### config.mk
export PLATFORM = sky130hd
export DESIGN_NAME = quad_match_timer
export DESIGN_NICKNAME = d
export VERILOG_FILES = /design/src/rtl/qmt_pkg.sv /design/src/rtl/qmt_prescaler.sv /design/src/rtl/qmt_channel.sv /design/src/rtl/quad_match_timer.sv
export SDC_FILE = /design/constraint.sdc
export NUM_CORES = 1
export LEC_CHECK = 0
export BUFFER_PORTS_ARGS = -buffer_cell sky130_fd_sc_hd__buf_2
export CORE_MARGIN = 2
export CORE_UTILIZATION = 30
export CTS_CLUSTER_DIAMETER = 100
export DETAILED_ROUTE_END_ITERATION = 8
export PLACE_DENSITY_LB_ADDON = 0.3
export SLEW_MARGIN = 0
export SYNTH_ARGS = -nofsm -noshare
export SYNTH_HDL_FRONTEND = slang
export SYNTH_SLANG_ARGS = --single-unit
export TNS_END_PERCENT = 20
### constraint.sdc
create_clock -name clk -period 15.15 [get_ports clk]
set_clock_uncertainty 0.15 [all_clocks]
set_input_delay 1.515 -clock clk [delete_from_list [all_inputs] [get_ports clk]]
set_output_delay 1.515 -clock clk [all_outputs]
set_load 0.02 [all_outputs]
### src/rtl/qmt_pkg.sv
package qmt_pkg;
  localparam int DATA_W = 32;

  typedef enum logic [1:0] {
    WR_PLAIN = 2'd0,
    WR_SET   = 2'd1,
    WR_CLR   = 2'd2,
    WR_TOG   = 2'd3
  } wr_kind_e;

  localparam int IDX_FLAG = 'h00;
  localparam int IDX_CTRL = 'h01;
  localparam int IDX_DIR  = 'h02;
  localparam int IDX_CNT0 = 'h03;
  localparam int IDX_PSV  = 'h07;
  localparam int IDX_PSC  = 'h08;
  localparam int IDX_MCTL = 'h09;
  localparam int IDX_MR0  = 'h0A;

  function automatic logic [DATA_W-1:0] apply_wr(wr_kind_e kind,
                                                 logic [DATA_W-1:0] cur,
                                                 logic [DATA_W-1:0] wd);
    case (kind)
      WR_SET:  return cur | wd;
      WR_CLR:  return cur & ~wd;
      WR_TOG:  return cur ^ wd;
      default: return wd;
    endcase
  endfunction
endpackage

### src/rtl/qmt_prescaler.sv
module qmt_prescaler #(
  parameter int CNT_W = 32
) (
  input  logic             clk,
  input  logic             rst_n,
  input  logic [CNT_W-1:0] div_val,
  input  logic             run,
  input  logic             clr,
  output logic [CNT_W-1:0] psc,
  output logic             tick
);
  logic [CNT_W-1:0] psc_d;
  logic             psc_ce;

  always_comb begin
    tick   = run && !clr && (psc >= div_val);
    psc_ce = clr || run;
    if (clr || tick) psc_d = '0;
    else             psc_d = psc + 1'b1;
  end

  always_ff @(posedge clk or negedge rst_n) begin
    if (!rst_n)      psc <= '0;
    else if (psc_ce) psc <= psc_d;
  end

  a_r4_wrap_after_tick: assert property (@(posedge clk) disable iff (!rst_n)
    tick |=> (psc == '0));
  a_r3_prescale_cleared: assert property (@(posedge clk) disable iff (!rst_n)
    clr |=> (psc == '0));
  a_r4_idle_hold: assert property (@(posedge clk) disable iff (!rst_n)
    (!run && !clr) |=> $stable(psc));
endmodule

### src/rtl/qmt_channel.sv
module qmt_channel #(
  parameter int CNT_W = 32
) (
  input  logic             clk,
  input  logic             rst_n,
  input  logic             tick,
  input  logic             en,
  input  logic             clr,
  input  logic             down,
  input  logic [CNT_W-1:0] match_val,
  input  logic             zero_on_hit,
  output logic [CNT_W-1:0] cnt,
  output logic             hit
);
  logic             step;
  logic [CNT_W-1:0] nxt;
  logic [CNT_W-1:0] cnt_d;
  logic             cnt_ce;

  always_comb begin
    step   = tick && en && !clr;
    nxt    = down ? cnt - 1'b1 : cnt + 1'b1;
    hit    = step && (nxt == match_val);
    cnt_ce = clr || step;
    if (clr || (hit && zero_on_hit)) cnt_d = '0;
    else                             cnt_d = nxt;
  end

  always_ff @(posedge clk or negedge rst_n) begin
    if (!rst_n)      cnt <= '0;
    else if (cnt_ce) cnt <= cnt_d;
  end

  a_r3_held_zero: assert property (@(posedge clk) disable iff (!rst_n)
    clr |=> (cnt == '0));
  a_r5_step_dir: assert property (@(posedge clk) disable iff (!rst_n)
    (tick && en && !clr && !hit) |=>
      (cnt == ($past(down) ? $past(cnt) - 1'b1 : $past(cnt) + 1'b1)));
  a_r6_reload_zero: assert property (@(posedge clk) disable iff (!rst_n)
    (hit && zero_on_hit) |=> (cnt == '0));
  a_r4_no_tick_hold: assert property (@(posedge clk) disable iff (!rst_n)
    (!tick && !clr) |=> $stable(cnt));
endmodule

### src/rtl/quad_match_timer.sv
module quad_match_timer #(
  parameter int NUM_CH = 4,
  parameter int CNT_W  = 32,
  parameter int ADDR_W = 12
) (
  input  logic        clk,
  input  logic        rst_n,
  input  logic [11:0] bus_addr,
  input  logic        bus_wr,
  input  logic [31:0] bus_wdata,
  output logic [31:0] bus_rdata,
  output logic        irq
);
  import qmt_pkg::*;

  localparam int IDX_W  = ADDR_W - 4;
  localparam int CTRL_W = 2 * NUM_CH;
  localparam int MCTL_W = 3 * NUM_CH;

  // reset: asserted asynchronously, released on the clock
  logic [1:0] rst_pipe;
  logic       rst_sync_n;
  always_ff @(posedge clk or negedge rst_n) begin
    if (!rst_n) rst_pipe <= '0;
    else        rst_pipe <= {rst_pipe[0], 1'b1};
  end
  assign rst_sync_n = rst_pipe[1];

  wr_kind_e         kind;
  logic [IDX_W-1:0] idx;
  logic             unused_addr_lsb;
  assign kind = wr_kind_e'(bus_addr[3:2]);
  assign idx  = bus_addr[ADDR_W-1:4];
  assign unused_addr_lsb = ^bus_addr[1:0];

  // register state
  logic [NUM_CH-1:0] flag, flag_d;
  logic [NUM_CH-1:0] tcr_en, tcr_en_d;
  logic [NUM_CH-1:0] tcr_rst, tcr_rst_d;
  logic [NUM_CH-1:0] dir, dir_d;
  logic [CNT_W-1:0]  psv, psv_d;
  logic [MCTL_W-1:0] mctl, mctl_d;
  logic [CNT_W-1:0]  mr   [NUM_CH];
  logic [CNT_W-1:0]  mr_d [NUM_CH];
  logic [CNT_W-1:0]  cnt  [NUM_CH];
  logic [NUM_CH-1:0] hit, stop_hit;
  logic [CNT_W-1:0]  psc;
  logic              tick;
  logic [CTRL_W-1:0] ctrl_new;
  logic [DATA_W-1:0] dir_view, dir_new;
  logic              unused_dir_new;

  always_comb begin
    // flags: replace offset is write-one-to-clear; a match wins
    flag_d = flag;
    if (bus_wr && idx == IDX_W'(IDX_FLAG)) begin
      if (kind == WR_PLAIN) flag_d = flag & ~bus_wdata[NUM_CH-1:0];
      else flag_d = NUM_CH'(apply_wr(kind, DATA_W'(flag), bus_wdata));
    end
    flag_d = flag_d | hit;

    // control: stop-on-match overrides the bus
    ctrl_new  = CTRL_W'(apply_wr(kind, DATA_W'({tcr_rst, tcr_en}), bus_wdata));
    tcr_en_d  = tcr_en;
    tcr_rst_d = tcr_rst;
    if (bus_wr && idx == IDX_W'(IDX_CTRL)) begin
      tcr_en_d  = ctrl_new[NUM_CH-1:0];
      tcr_rst_d = ctrl_new[CTRL_W-1:NUM_CH];
    end
    tcr_en_d = tcr_en_d & ~stop_hit;

    // direction: one bit per channel at bit 4n
    dir_view = '0;
    for (int n = 0; n < NUM_CH; n++) dir_view[4*n] = dir[n];
    dir_new = apply_wr(kind, dir_view, bus_wdata);
    dir_d   = dir;
    if (bus_wr && idx == IDX_W'(IDX_DIR))
      for (int n = 0; n < NUM_CH; n++) dir_d[n] = dir_new[4*n];

    psv_d = psv;
    if (bus_wr && idx == IDX_W'(IDX_PSV))
      psv_d = CNT_W'(apply_wr(kind, DATA_W'(psv), bus_wdata));

    mctl_d = mctl;
    if (bus_wr && idx == IDX_W'(IDX_MCTL))
      mctl_d = MCTL_W'(apply_wr(kind, DATA_W'(mctl), bus_wdata));

    for (int n = 0; n < NUM_CH; n++) begin
      mr_d[n] = mr[n];
      if (bus_wr && idx == IDX_W'(IDX_MR0 + n))
        mr_d[n] = CNT_W'(apply_wr(kind, DATA_W'(mr[n]), bus_wdata));
    end
  end
  assign unused_dir_new = ^dir_new;

  always_ff @(posedge clk or negedge rst_sync_n) begin
    if (!rst_sync_n) begin
      flag    <= '0;
      tcr_en  <= '0;
      tcr_rst <= '0;
      dir     <= '0;
      psv     <= '0;
      mctl    <= '0;
      for (int n = 0; n < NUM_CH; n++) mr[n] <= '0;
    end else begin
      flag    <= flag_d;
      tcr_en  <= tcr_en_d;
      tcr_rst <= tcr_rst_d;
      dir     <= dir_d;
      psv     <= psv_d;
      mctl    <= mctl_d;
      for (int n = 0; n < NUM_CH; n++) mr[n] <= mr_d[n];
    end
  end

  qmt_prescaler #(.CNT_W(CNT_W)) i_prescaler (
    .clk     (clk),
    .rst_n   (rst_sync_n),
    .div_val (psv),
    .run     (|tcr_en),
    .clr     (|tcr_rst),
    .psc     (psc),
    .tick    (tick)
  );

  for (genvar n = 0; n < NUM_CH; n++) begin : g_ch
    qmt_channel #(.CNT_W(CNT_W)) i_channel (
      .clk         (clk),
      .rst_n       (rst_sync_n),
      .tick        (tick),
      .en          (tcr_en[n]),
      .clr         (tcr_rst[n]),
      .down        (dir[n]),
      .match_val   (mr[n]),
      .zero_on_hit (mctl[3*n+1]),
      .cnt         (cnt[n]),
      .hit         (hit[n])
    );
    assign stop_hit[n] = hit[n] & mctl[3*n+2];

    a_r7_stop_clears_enable: assert property (@(posedge clk) disable iff (!rst_sync_n)
      stop_hit[n] |=> !tcr_en[n]);
    a_r8_match_sets_flag: assert property (@(posedge clk) disable iff (!rst_sync_n)
      hit[n] |=> flag[n]);
  end

  // interrupt combines enabled flags
  always_comb begin
    irq = 1'b0;
    for (int n = 0; n < NUM_CH; n++) irq = irq | (flag[n] & mctl[3*n]);
  end

  // read mux
  always_comb begin
    bus_rdata = '0;
    if (idx == IDX_W'(IDX_FLAG)) bus_rdata = DATA_W'(flag);
    if (idx == IDX_W'(IDX_CTRL)) bus_rdata = DATA_W'({tcr_rst, tcr_en});
    if (idx == IDX_W'(IDX_DIR))  bus_rdata = dir_view;
    if (idx == IDX_W'(IDX_PSV))  bus_rdata = DATA_W'(psv);
    if (idx == IDX_W'(IDX_PSC))  bus_rdata = DATA_W'(psc);
    if (idx == IDX_W'(IDX_MCTL)) bus_rdata = DATA_W'(mctl);
    for (int n = 0; n < NUM_CH; n++) begin
      if (idx == IDX_W'(IDX_CNT0 + n)) bus_rdata = DATA_W'(cnt[n]);
      if (idx == IDX_W'(IDX_MR0 + n))  bus_rdata = DATA_W'(mr[n]);
    end
  end

  a_r9_irq_needs_flag: assert property (@(posedge clk) disable iff (!rst_sync_n)
    irq |-> (flag != '0));
endmodule

==> out/results.ini <==
[worst_setup_path]
crit_required_ns = 13.49
crit_arrival_ns = 5.26
worstSetupPathType = in -> out
critical_path.slowest_cell = nor4_1
critPathCaptureType = output port
cp_slowest_stage_delay_ns = 0.79
critPathTopFamily = simple AND/OR/NAND/NOR gates
critPathBufInv = 3
critPathLaunchType = input port
cp_max_fo = 32
path_cells = buf_2, nor4_1, nor2b_1, nand2_1, nor2_4, buf_4, a22oi_1, a21oi_1, a221oi_1, a31oi_1, a211oi_1, a21oi_1, buf_2

[pwr]
clkPwrFrac_pct = 43.3
p_comb_share_pct = 22.4
peakVddDrop_mv = 0.0779
p_leak_uw = 0.0194
power_density_nw_per_um2 = 70.9
internal-power_uw = 1970
power.switching_uw = 1010
power_uw = 2980
p_sw_share_pct = 33.9
power_frac_seq_pct = 34.3

[die]
die_area_um2 = 131000
ioPinCount = 80
coreArea_um2 = 127000
fp.dieH_um = 362
die_w_um = 362
start_util_pct = 30.2
rows = 131

[hold_path]
hp-class = reg -> reg

[synth]
syn_inst = 4832
synth_cell_types = 96
syn_avg_cell_area_um2 = 7.95
synth_area_leaders = dfrtp_1 (23%), ha_1 (17%), a21oi_1 (9.1%), nor2_1 (5.3%), a211oi_1 (4.3%)
synth_top_area_share_pct = 22.8
synth_flop_cell = dfrtp_1
yosysWarnings = 0
ys_seq_elements = 350
syn_nets = 5412
syn_area_um2 = 38400
async_reset_ff_share_pct = 100
synth_edf_count = 0
ys_seq_area_share_pct = 22.8
yosysTopAreaCell = dfrtp_1

[clocking]
cts_setup_buffers = 0
cts_tree = built
clock_latency_ns = 0.65
cts_buffer_depth = 3
ctsRootBufferMaster = clkbuf_16
path_clk_slew_ns = 0.05
cts_sinks = 350
numCtsBuffers = 53
hold_buffers = 0
ctsResizeCount = 0
htree_levels = 2

[place]
portBuffers = 77
gp_congestion = 0.972
dp_cells = 6321
dp_hpwl_um = 127000

[timing]
max_freq_mhz = 144
rsz0062_at_grt = no
tightest_slew_ns = 1.17
slew_headroom_pct = 22.1
final.period_utilization_pct = 45.7
final_hold_viol_count = 0
tns_ns = 0
setup_viol = 0
final-max-slew-violation-count = 0
period_minus_slack_ns = 6.93

[route]
drtAntennaViolNets = 0
drt_iter0_markers = 4120
drt-vias-per-instance = 5.91
vias = 37900
wl_per_cell_um = 25.9
drtPass1Iterations = 6
wl_um = 166000
drc = 0

[finish]
nNetsFinal = 5294
fillCellCount = 13300
drive_gt1_share_pct = 6.89
final_common_cell = a21oi_1
mostFrequentLayoutCells = a21oi_1 (699), nor2_1 (532), ha_1 (529)
instances_no_fill = 6415
area_delta_synth_final_pct = 9.31

[global_route]
grt_first_pass_wirelength_um = 244000
grt_overflow = 0
track_usage_pct = 24.7
grt_max_degree = 213
antenna_found_initial = 12
first_global_vias = 34700

[run_status]
status = complete, no violations

[flow_run]
drv_cap = 0

## power by group through the flow
stage	Sequential (uW)	Clock, uW	Combinational [uW]
3_3_place_gp	1040	0	644
5_1_grt	1020	1350	735
2_1_floorplan	1020	0	460
3_5_place_dp	1040	0	651
6_report	1020	1290	667
4_1_cts	1020	1310	656
## path summary, 6_finish.rpt
check / slack [ns] / endpoint / depth (start not counted) / start
setup / recovery: 8.22 / bus_rdata[10] / 13 / bus_addr[9]
hold / removal: 0.20 / rst_pipe[1]$_DFF_PN0_ / 0 / rst_pipe[0]$_DFF_PN0_
setup reg to reg: 9.22 / tcr_en[1]$_DFF_PN0_ / 12 / dir[1]$_DFFE_PN0P_
hold reg to reg: 0.20 / rst_pipe[1]$_DFF_PN0_ / 0 / rst_pipe[0]$_DFF_PN0_
max in group asynchronous: 12.20 / mr[14]$_DFFE_PN0P_ / 2 / rst_pipe[1]$_DFF_PN0_
min in group asynchronous: 0.27 / mr[118]$_DFFE_PN0P_ / 0 / rst_pipe[1]$_DFF_PN0_
## state kept, by name, summed over array words and instances (netlist names)
| signal | flops |
|---|---|
| i_prescaler.psc | 32 |
| mctl | 12 |
| psv | 32 |
| tcr_rst | 4 |
| flag | 4 |
| g_ch.i_channel.cnt | 128 |
| dir | 4 |
| mr | 128 |
| tcr_en | 4 |
| rst_pipe | 2 |
## layer usage
metal / track usage [%] / share of wire (%) / vias to the layer above
met1: 34.4 / 45 / 18500
li1: - / - / 17600
met5: 0 / 0.072 / -
met4: 12.2 / 5.5 / 16
met2: 37.4 / 43 / 1433
met3: 3.33 / 6.6 / 315
## stage by stage
stage	setup WS, ns	hold WS, ns	area (um2)	utilization [%]
CTS	8.36	0.202	42000	33.0
detailed placement	8.39	0.191	40300	31.6
floorplan	4.52	0.181	38400	-
global route	8.14	0.215	42000	33.0
finish	8.22	0.202	42000	33.0
global placement	8.43	0.183	40300	31.6
## cells in the mapped netlist, types with 13 or more instances
cell type and instances:
a211o_1 13, or4_1 14, inv_1 247, clkbuf_1 242, o211ai_1 34, buf_2 41, nand2_1 337, a221oi_1 16
xnor2_1 148, xor2_1 71, o21a_1 26, nor2_1 543, o2111ai_1 24, a221o_1 21, or3_1 22, a211oi_1 219
o31ai_1 57, o21bai_1 15, buf_1 23, a21oi_1 700, and3_1 29, xnor3_1 39, nand3_1 92, or2_2 17
mux2i_1 18, nor4_1 26, dfrtp_1 350, and4_1 20, o21ai_1 19, nor3_1 74, nand2b_1 21, a32o_1 46
nor2b_1 33, and2_1 29, nand4_1 83, o21ai_0 172, a2111oi_0 19, a22oi_1 112, ha_1 529, a31oi_1 19
a21o_1 43
## area by class of cell
type	count	area [um2]	area share (%)
inverter	247	927	2.21
antenna	4	10.0	0.0238
tap	1662	2080	4.95
sequential	350	8760	20.9
clock buffer	75	1480	3.52
clock inverter	15	241	0.575
multi-input combinational	3923	27600	65.7
timing repair buffer	139	896	2.13
## logic make-up (layout without fill, tap and decap cells)
| kind of cell | after synthesis | count (layout) | synth area share, % |
|---|---|---|---|
| mux | 25 | 25 | 0.674 |
| simple gates | 1398 | 1398 | 17.1 |
| buf+inv | 559 | 476 | 5.69 |
| compound gates | 1708 | 1708 | 29.0 |
| fa+ha+maj | 533 | 533 | 17.4 |
| flops | 350 | 350 | 22.8 |
| xor+xnor | 258 | 258 | 7.28 |
| other cells | 1 | 5 | 0.00976 |
Note: power is estimated with default switching activity, not from simulation.
